### src/rtl/qp_pkg.sv
package qp_pkg;
    localparam int DATA_W   = 32;
    localparam int INSN_W   = 32;
    localparam int REG_CNT  = 16;
    localparam int SEL_W    = $clog2(REG_CNT);
    localparam int OPC_W    = 4;
    localparam int OPC_LSB  = 28;
    localparam int DST_LSB  = 20;
    localparam int SRCA_LSB = 16;
    localparam int SRCB_LSB = 12;
    localparam int GAP_LSB  = DST_LSB + SEL_W;
    localparam int GAP_W    = OPC_LSB - GAP_LSB;

    localparam logic [OPC_W-1:0] OPC_ADD   = 4'h0;
    localparam logic [OPC_W-1:0] OPC_STORE = 4'h9;

    typedef enum logic [1:0] {
        PH_LOAD   = 2'd0,
        PH_OPER   = 2'd1,
        PH_EVAL   = 2'd2,
        PH_COMMIT = 2'd3
    } phase_e;

    typedef enum logic [1:0] {
        K_NOP   = 2'd0,
        K_ADD   = 2'd1,
        K_STORE = 2'd2
    } kind_e;

    typedef struct packed {
        kind_e            kind;
        logic [SEL_W-1:0] rd_sel_a;
        logic [SEL_W-1:0] rd_sel_b;
        logic [SEL_W-1:0] wr_sel;
    } ctrl_t;
endpackage

### src/rtl/qp_regfile.sv
module qp_regfile #(
    parameter int DW = 32,
    parameter int RC = 16,
    localparam int SW = $clog2(RC)
) (
    input  logic          clk,
    input  logic          rst,
    input  logic [SW-1:0] ra_sel,
    input  logic [SW-1:0] rb_sel,
    output logic [DW-1:0] ra_data,
    output logic [DW-1:0] rb_data,
    input  logic          we,
    input  logic [SW-1:0] wsel,
    input  logic [DW-1:0] wdata
);
    logic [DW-1:0] mem_q [RC];
    logic [DW-1:0] mem_d [RC];

    always_comb begin
        mem_d = mem_q;
        if (we) mem_d[wsel] = wdata;
    end

    always_ff @(posedge clk) begin
        if (rst) begin
            for (int i = 0; i < RC; i++) mem_q[i] <= DW'(i);
        end else begin
            mem_q <= mem_d;
        end
    end

    assign ra_data = mem_q[ra_sel];
    assign rb_data = mem_q[rb_sel];


    write_land_chk: assert property (@(posedge clk) disable iff (rst)
        we |=> (mem_q[$past(wsel)] == $past(wdata)));
endmodule

### src/rtl/qp_decode.sv
module qp_decode
    import qp_pkg::*;
(
    input  logic [INSN_W-1:0] ir,
    output ctrl_t             ctrl
);
    logic [OPC_W-1:0] opc;
    logic [SEL_W-1:0] f_dst, f_a, f_b;
    logic             ir_unused;

    assign opc   = ir[OPC_LSB +: OPC_W];
    assign f_dst = ir[DST_LSB +: SEL_W];
    assign f_a   = ir[SRCA_LSB +: SEL_W];
    assign f_b   = ir[SRCB_LSB +: SEL_W];
    assign ir_unused = ^{ir[GAP_LSB +: GAP_W], ir[0 +: SRCB_LSB]};

    always_comb begin
        ctrl.kind     = K_NOP;
        ctrl.rd_sel_a = f_a;
        ctrl.rd_sel_b = f_b;
        ctrl.wr_sel   = f_dst;
        if (opc == OPC_ADD) begin
            ctrl.kind = K_ADD;
        end else if (opc == OPC_STORE) begin
            ctrl.kind     = K_STORE;
            ctrl.rd_sel_a = f_dst;
            ctrl.rd_sel_b = f_a;
        end
    end
endmodule

### src/rtl/qp_alu.sv
module qp_alu
    import qp_pkg::*;
#(
    parameter int DW = 32
) (
    input  kind_e         kind,
    input  logic [DW-1:0] opa,
    input  logic [DW-1:0] opb,
    output logic [DW-1:0] cbus
);
    always_comb begin
        unique case (kind)
            K_ADD:   cbus = opa + opb;
            K_STORE: cbus = opb;
            default: cbus = '0;
        endcase
    end
endmodule

### src/rtl/qp_core.sv
module qp_core
    import qp_pkg::*;
#(
    parameter int DW = DATA_W,
    parameter int RC = REG_CNT
) (
    input  logic              clk,
    input  logic              rst,
    input  logic [INSN_W-1:0] fetch_word,
    output logic              fetch_strobe,
    output logic [1:0]        phase,
    output logic              bus_req,
    input  logic              bus_ack,
    output logic [DW-1:0]     bus_addr,
    output logic [DW-1:0]     bus_wdata
);
    typedef struct packed {
        phase_e            phase;
        logic [INSN_W-1:0] ir;
        logic [DW-1:0]     a;
        logic [DW-1:0]     b;
        logic [DW-1:0]     mar;
        logic [DW-1:0]     mdr;
        logic              req;
    } core_st_t;

    core_st_t      s_d, s_q;
    ctrl_t         ctrl;
    logic [DW-1:0] rd_a, rd_b, cbus;
    logic          rf_we;
    logic [1:0]    ph_bits;

    qp_decode u_dec (.ir(s_q.ir), .ctrl(ctrl));

    qp_regfile #(.DW(DW), .RC(RC)) u_rf (
        .clk(clk), .rst(rst),
        .ra_sel(ctrl.rd_sel_a), .rb_sel(ctrl.rd_sel_b),
        .ra_data(rd_a), .rb_data(rd_b),
        .we(rf_we), .wsel(ctrl.wr_sel), .wdata(cbus)
    );

    qp_alu #(.DW(DW)) u_alu (.kind(ctrl.kind), .opa(s_q.a), .opb(s_q.b), .cbus(cbus));

    always_comb begin
        s_d   = s_q;
        rf_we = 1'b0;
        unique case (s_q.phase)
            PH_LOAD: begin
                s_d.ir    = fetch_word;
                s_d.phase = PH_OPER;
            end
            PH_OPER: begin
                s_d.a     = rd_a;
                s_d.b     = rd_b;
                s_d.phase = PH_EVAL;
            end
            PH_EVAL: begin
                if (ctrl.kind == K_STORE) s_d.mar = cbus;
                s_d.phase = PH_COMMIT;
            end
            PH_COMMIT: begin
                if (s_q.req) begin
                    if (bus_ack) begin
                        s_d.req   = 1'b0;
                        s_d.phase = PH_LOAD;
                    end
                end else begin
                    unique case (ctrl.kind)
                        K_ADD: begin
                            rf_we     = 1'b1;
                            s_d.phase = PH_LOAD;
                        end
                        K_STORE: begin
                            s_d.mdr = s_q.a;
                            s_d.req = 1'b1;
                        end
                        default: s_d.phase = PH_LOAD;
                    endcase
                end
            end
            default: s_d.phase = PH_LOAD;
        endcase
    end

    always_ff @(posedge clk) begin
        if (rst) s_q <= '0;
        else     s_q <= s_d;
    end

    assign ph_bits      = s_q.phase;
    assign phase        = ph_bits;
    assign fetch_strobe = (s_q.phase == PH_LOAD);
    assign bus_req      = s_q.req;
    assign bus_addr     = s_q.mar;
    assign bus_wdata    = s_q.mdr;


    phase_step_chk: assert property (@(posedge clk) disable iff (rst)
        (ph_bits != 2'd3) |=> (ph_bits == $past(ph_bits) + 2'd1));


    stall_hold_chk: assert property (@(posedge clk) disable iff (rst)
        (s_q.req && !bus_ack) |=> (s_q.req && ph_bits == 2'd3));


    stall_release_chk: assert property (@(posedge clk) disable iff (rst)
        (s_q.req && bus_ack) |=> (!s_q.req && ph_bits == 2'd0));


    req_rise_chk: assert property (@(posedge clk) disable iff (rst)
        $rose(s_q.req) |-> ($past(ph_bits) == 2'd3 && ph_bits == 2'd3));


    mar_hold_chk: assert property (@(posedge clk) disable iff (rst)
        (ph_bits != 2'd2) |=> $stable(s_q.mar));


    mdr_hold_chk: assert property (@(posedge clk) disable iff (rst)
        !(ph_bits == 2'd3 && !s_q.req) |=> $stable(s_q.mdr));


    nop_quiet_chk: assert property (@(posedge clk) disable iff (rst)
        (ph_bits == 2'd3 && ctrl.kind == K_NOP) |=> (!s_q.req && ph_bits == 2'd0));
endmodule

### config.mk
export PLATFORM = sky130hd
export DESIGN_NAME = qp_core
export DESIGN_NICKNAME = d
export VERILOG_FILES = /design/src/rtl/qp_pkg.sv /design/src/rtl/qp_regfile.sv /design/src/rtl/qp_decode.sv /design/src/rtl/qp_alu.sv /design/src/rtl/qp_core.sv
export SDC_FILE = /design/constraint.sdc
export NUM_CORES = 2
export LEC_CHECK = 0
export ABC_AREA = 0
export BUFFER_PORTS_ARGS = -buffer_cell sky130_fd_sc_hd__clkbuf_2
export CAP_MARGIN = 20
export CORE_MARGIN = 2
export CORE_UTILIZATION = 50
export CTS_BUF_LIST = sky130_fd_sc_hd__clkbuf_4 sky130_fd_sc_hd__clkbuf_8 sky130_fd_sc_hd__clkbuf_16
export CTS_CLUSTER_DIAMETER = 40
export DETAILED_ROUTE_END_ITERATION = 7
export PLACE_DENSITY = 0.69
export SLEW_MARGIN = 20
export SYNTH_ARGS = -nofsm -noshare
export SYNTH_HDL_FRONTEND = slang
export SYNTH_SLANG_ARGS = --single-unit
### constraint.sdc
create_clock -name clk -period 2.74 [get_ports clk]
set_input_delay 0.137 -clock clk [delete_from_list [all_inputs] [get_ports clk]]
set_output_delay 0.137 -clock clk [all_outputs]
set_load 0.03 [all_outputs]
# Yosys cells after proc, flatten, opt, wreduce, memory -nomap -nowiden

Cells that the tools add are included.

$lt $le $gt $ge: 4
Reduce and logical (&&, ||, !) cells: 6
Add/subtract/negate cells: 1
Equality and inequality tests: 8
Bitwise operators: 4
Muxes and demuxes: 23

Operators by type and width:

| kind               | count |
|---|---|
| $bwmux 512         | 1 |
| $bmux 32 s4        | 2 |
| $mux 32            | 5 |
| $demux 32 s4       | 1 |
| $pmux 32 s2        | 1 |
| $add 32x32->32     | 1 |
| $ge 5x5->1 const B | 3 |
| $not 4->5          | 3 |
| $mux 10            | 1 |
| $mux 2             | 4 |
| $mux 8             | 1 |
| $pmux 2 s4         | 1 |
| $eq 2x2->1 const B | 3 |
| $mux 1             | 6 |
| $ne 3x3->1 const B | 2 |
| $lt 5x1->1 const B | 1 |
| $eq 2x1->1 const B | 2 |
| $eq 4x4->1 const B | 1 |
| $logic_not 4->1    | 1 |
| $reduce_and 2->1   | 2 |
| $reduce_and 3->1   | 1 |
| $logic_not 2->1    | 1 |
| $logic_and 1x1->1  | 1 |
| $not 1->1          | 1 |

Flip-flop bits (word level): 675
Output and inout bits: 68

# Logic depth before layout (Yosys ltp)

Depth after elaboration: 7
Gate-level depth with buffers: 12
Gate-level depth less buffers: 10

# Hierarchy

A second synthesis with hierarchy kept.

Cell total of the unflattened synthesis: 3,973
Area total of the unflattened synthesis: 35,773.1 um^2

Modules (own cells, without submodules):

| module     | cells an instance | times used | area each (um^2) | sequential area each (um^2) |
|---|---|---|---|---|
| qp_regfile | 2,933             | 1          | 27,074.7         | 10,249.8 |
| qp_core    | 680               | 1          | 6,262.3          | 3,263.1 |
| qp_alu     | 345               | 1          | 2,255.9          | 0.0 |
| qp_decode  | 15                | 1          | 180.2            | 0.0 |

# Worst setup path after synthesis

Ideal clock, no wire load.

Path kind: register to register
From: register s_q[65] (netlist name)
To: register u_rf.mem_q[476] (netlist name)
Library setup time: 0.132 ns
Cell stages (with the launch flop): 13
Setup slack: -0.224 ns
Arrival time: 2.832 ns
Period minus slack after synthesis: 2.964 ns
Cells stage by stage: dfxtp_1 -> ha_1 -> fa_1 -> a21o_1 -> a221oi_2 -> nor4_2 -> o2111a_1 -> o211a_1 -> or3b_1 -> buf_2 -> buf_2 -> nand3_1 -> a21oi_1

Longest elaborated chain between the ends: 3

Ends and longest elaborated chain:

| what                   | RTL line         | text |
|---|---|---|
| from (decl)            | qp_core.sv:27    | `core_st_t s_d, s_q;` |
| from (signal assigned) | qp_core.sv:86    | `if (rst) s_q <= '0;` |
| from (signal assigned) | qp_core.sv:87    | `else s_q <= s_d;` |
| $add 32x32->32         | qp_alu.sv:13     | `K_ADD: cbus = opa + opb;` |
| $pmux 32 s2            | qp_alu.sv:12     | `unique case (kind)` |
| $bwmux 512             | qp_regfile.sv:21 | `if (we) mem_d[wsel] = wdata;` |
| to (signal assigned)   | qp_regfile.sv:28 | `mem_q <= mem_d;` |
| to (decl)              | qp_regfile.sv:16 | `logic [DW-1:0] mem_q [RC];` |

No other way between the ends.
A chain may end at the register's enable or synchronous reset.

# Worst setup path in the final report

From: register s_q[98] (netlist name)
To: register u_rf.mem_q[435] (netlist name)

Same word-level chain as after synthesis.

==> impl_summary.log <==
INFO  metric syn_area_per_cell = ~9.1 µm²
INFO  metric overflow = 0
INFO  metric die_area = 69200 µm²
INFO  metric postLayoutSetupSlackWorst = -0.263 ns
INFO  metric synth-async-reset-ratio = 0%
INFO  metric gp_congestion = about 0.94
INFO  metric drc = 0
INFO  metric std_cell_rows = between 90 and 100
INFO  metric grt_start_max_net_pins = ~190
INFO  metric first_global_vias = between 20000 and 30000
INFO  metric detailroute.via_count = between 30000 and 40000
INFO  metric leakagePower = around 16 nW
INFO  metric criticalPathCategory = reg2reg
INFO  metric syn_to_final_growth = 27.2%
INFO  metric slew_headroom = 20.5%
INFO  metric floorplan.initialDensity = between 50 and 60%
INFO  metric timing.critical_path.from_type = register
INFO  metric cts_tree = done
INFO  metric ctsLongestPathBuffers = 3
INFO  metric failing_checks = setup timing
INFO  metric fmaxAchievable = 333 MHz
INFO  metric finish.net_count = 3935
INFO  metric crit_path_max_incr_delay = about 0.41 ns
INFO  metric dp_worst_setup_slack = -0.186 ns
INFO  metric grt_antenna_before_repair = 5
INFO  metric cp.arrival = around 3.5 ns
INFO  metric cts_inserted_buffers = 93
INFO  metric synthCells = between 3000 and 4000
INFO  metric irDropWorstVdd = ~0.00053 V
INFO  metric cts.clk_slew.worst_paths = 0.06 ns
INFO  metric grt_setup_unrepaired = yes
INFO  metric synth-seq-cells = 659
INFO  metric yosys_warnings = 0
INFO  metric drt_iter0_drc = ~3800
INFO  metric outcome = finished, violations left
INFO  metric fp.coreArea = 66100 µm²
INFO  metric holdPathStages = 4
INFO  metric crit_slowest_cell = sky130_fd_sc_hd__or4_1
INFO  metric worst_skew_pair_latency = between 0.6 and 0.7 ns
INFO  metric critical_path_required = approximately 3.2 ns
INFO  metric synth_top_area_share = 39.3%
INFO  metric final_core_util = between 60% and 70%
INFO  metric timing.critical_path.to_type = register
INFO  metric number_of_synthesized_flops_with_an_enable_pin = 0
INFO  metric rr_worst_depth = 11
INFO  metric post_synth_num_cell_types = 66
INFO  metric layout_common_cells = 649 x sky130_fd_sc_hd__dfxtp_1, 573 x sky130_fd_sc_hd__nand2_1, 460 x sky130_fd_sc_hd__nor2_1
INFO  metric fp.dieW = between 200 and 300 µm
INFO  metric via_per_inst = roughly 6.5
INFO  metric setup_viol_count_final = roughly 290
INFO  metric synth_nets = around 3800
INFO  metric critical-path-top-cell-by-count = sky130_fd_sc_hd__a211oi_4
INFO  metric floorplan.io_pins = 103
INFO  metric grt_first_pass_wirelength = 176 mm
INFO  metric layout-drive-gt1-share = 29.5%
INFO  metric power_density = between 700 and 800 nW/µm²
INFO  metric layout_commonest_cell = sky130_fd_sc_hd__dfxtp_1
INFO  metric cts_root_buffer = sky130_fd_sc_hd__clkbuf_16
INFO  metric worst_slew_pin_slew = about 1.2 ns
INFO  metric place.detailed.hpwl = between 70 and 80 mm
INFO  metric timing.critical_path.fanout_max = 16
INFO  metric skew = about 0.044 ns
INFO  metric drt_pre_antenna_iters = 6
INFO  metric syn_area = 33500 µm²
INFO  metric hold_class = in2reg
INFO  metric port_buffers = 86
INFO  metric fillCellCount = 5046
INFO  metric final.period_utilization = 110%
INFO  metric period_minus_slack = 3.00 ns
INFO  metric cts.sinks = approximately 660
INFO  metric drt-wirelength-per-cell = roughly 24 µm
INFO  metric post_drt_antenna_nets = 0
INFO  metric dieHeight = 263 µm
INFO  metric sequential_fraction_of_the_synthesis_area = between 30% and 40%
INFO  metric synth_ff_type = sky130_fd_sc_hd__dfxtp_1
INFO  metric critical_path.cell_chain = ha_4, a211oi_4, o211ai_1, a211oi_4, buf_4, nor3_2, or4_1, a32o_2, buf_12, nor2_1, nor3_1
INFO  metric track_usage = 32.9%
INFO  metric final_hold_viol_count = 0
INFO  metric totalWireLength = between 100 and 150 mm
INFO  metric timing_max_transition_violations_final = 0
INFO  metric synth.top_cells.by_area = sky130_fd_sc_hd__dfxtp_1 39%, sky130_fd_sc_hd__mux4_2 17%, sky130_fd_sc_hd__a211oi_1 8.0%
INFO  metric cts-htree-levels = 3
INFO  metric max-cap-violations = 0
INFO  metric synth.largest_area_cell = sky130_fd_sc_hd__dfxtp_1
## Yosys cell counts (all sizes together), types with 58 or more instances
| library cell | n |
|---|---|
| nand2b | 69 |
| buf | 166 |
| o22ai | 65 |
| nor2 | 501 |
| nand3 | 129 |
| dfxtp | 659 |
| clkbuf | 266 |
| nand2 | 581 |
| a21oi | 154 |
| a211oi | 358 |
| o211ai | 58 |
| mux4 | 256 |
| o21ai | 114 |
## cell type report
class                           instances  area [µm²]  share of cell area (%)
Antenna cell                            1        2.50                 0.00586
Inverter                                6        22.5                  0.0528
Clock buffer                          113        2620                    6.13
Tap cell                              864        1080                    2.53
Sequential cell                       659       13200                    31.0
Timing Repair Buffer                  512        5430                    12.7
Multi-Input combinational cell       2592       19700                    46.1
Clock inverter                         60         646                    1.51
## path summary, 6_finish.rpt
check	slack [ns]	startpoint	end
hold / removal	0.06	bus_ack	bus_req
setup / recovery	-0.26	s_q[98]	u_rf.mem_q[435]
setup reg to reg	-0.26	s_q[98]	u_rf.mem_q[435]
hold reg to reg	0.45	bus_wdata[27]	bus_wdata[27]
## worst max-delay path: cells and delay by family (launching register included)
family / cells / cell delay (ns)
AOI/OAI and AO/OA: 4 / 1.25
buffers and inverters: 2 / 0.34
and+or+nand+nor: 4 / 0.64
adders and majority gates: 1 / 0.25
DFF: 1 / 0.36
## logic make-up after synthesis
| logic type | Yosys count | share of synthesized area [%] |
|---|---|---|
| muxes | 288 | 18.2 |
| and+or+nand+nor | 1395 | 17.5 |
| xor gates and xnor gates | 19 | 0.496 |
| adders and majority gates | 36 | 1.37 |
| DFF | 659 | 39.3 |
| buffers and inverters | 438 | 6.02 |
| AOI/OAI and AO/OA | 854 | 17.1 |
## registers in the layout (all words and copies together) (netlist names)
signal	count
bus_wdata	32
bus_req	1
s_q	80
u_rf.mem_q	512
phase	2
bus_addr	32
## metal layers
metal	track usage, %	share of wire, %
met2	51.4	46
met5	0	0.023
met1	42.9	38
met3	7.99	12
met4	15.9	4.9
## per-stage QoR
step	hold slack [ns]	instances	TNS, ns	power (W)	area, µm²
2_1_floorplan	0.284	3689	-1.07	0.0138	33600
3_3_place_gp	0.370	4563	-20.69	0.0167	37400
3_5_place_dp	0.379	4563	-25.38	0.0167	37400
4_1_cts	0.0451	4792	-9.29	0.0295	41900
5_1_grt	0.144	4806	-60.36	0.0306	42700
6_report	0.0633	4807	-30.86	0.0299	42700
## timing repair
item,CTS,global route
endpoints found under the hold margin,34,0
pin swaps,77,91
gates cloned,12,5
hold buffers,27,0
endpoints found under the setup margin,357,378
buffers inserted,17,14
gates resized for setup,151,151
## report_power, final
| group | leakage, nW | switching (W) | internal (W) |
|---|---|---|---|
| clock | 1.60 | 0.00491 | 0.00758 |
| combinational | 8.64 | 0.00430 | 0.00305 |
| sequential | 5.32 | 0.000249 | 0.00982 |
(Power assumes the default switching activity.)
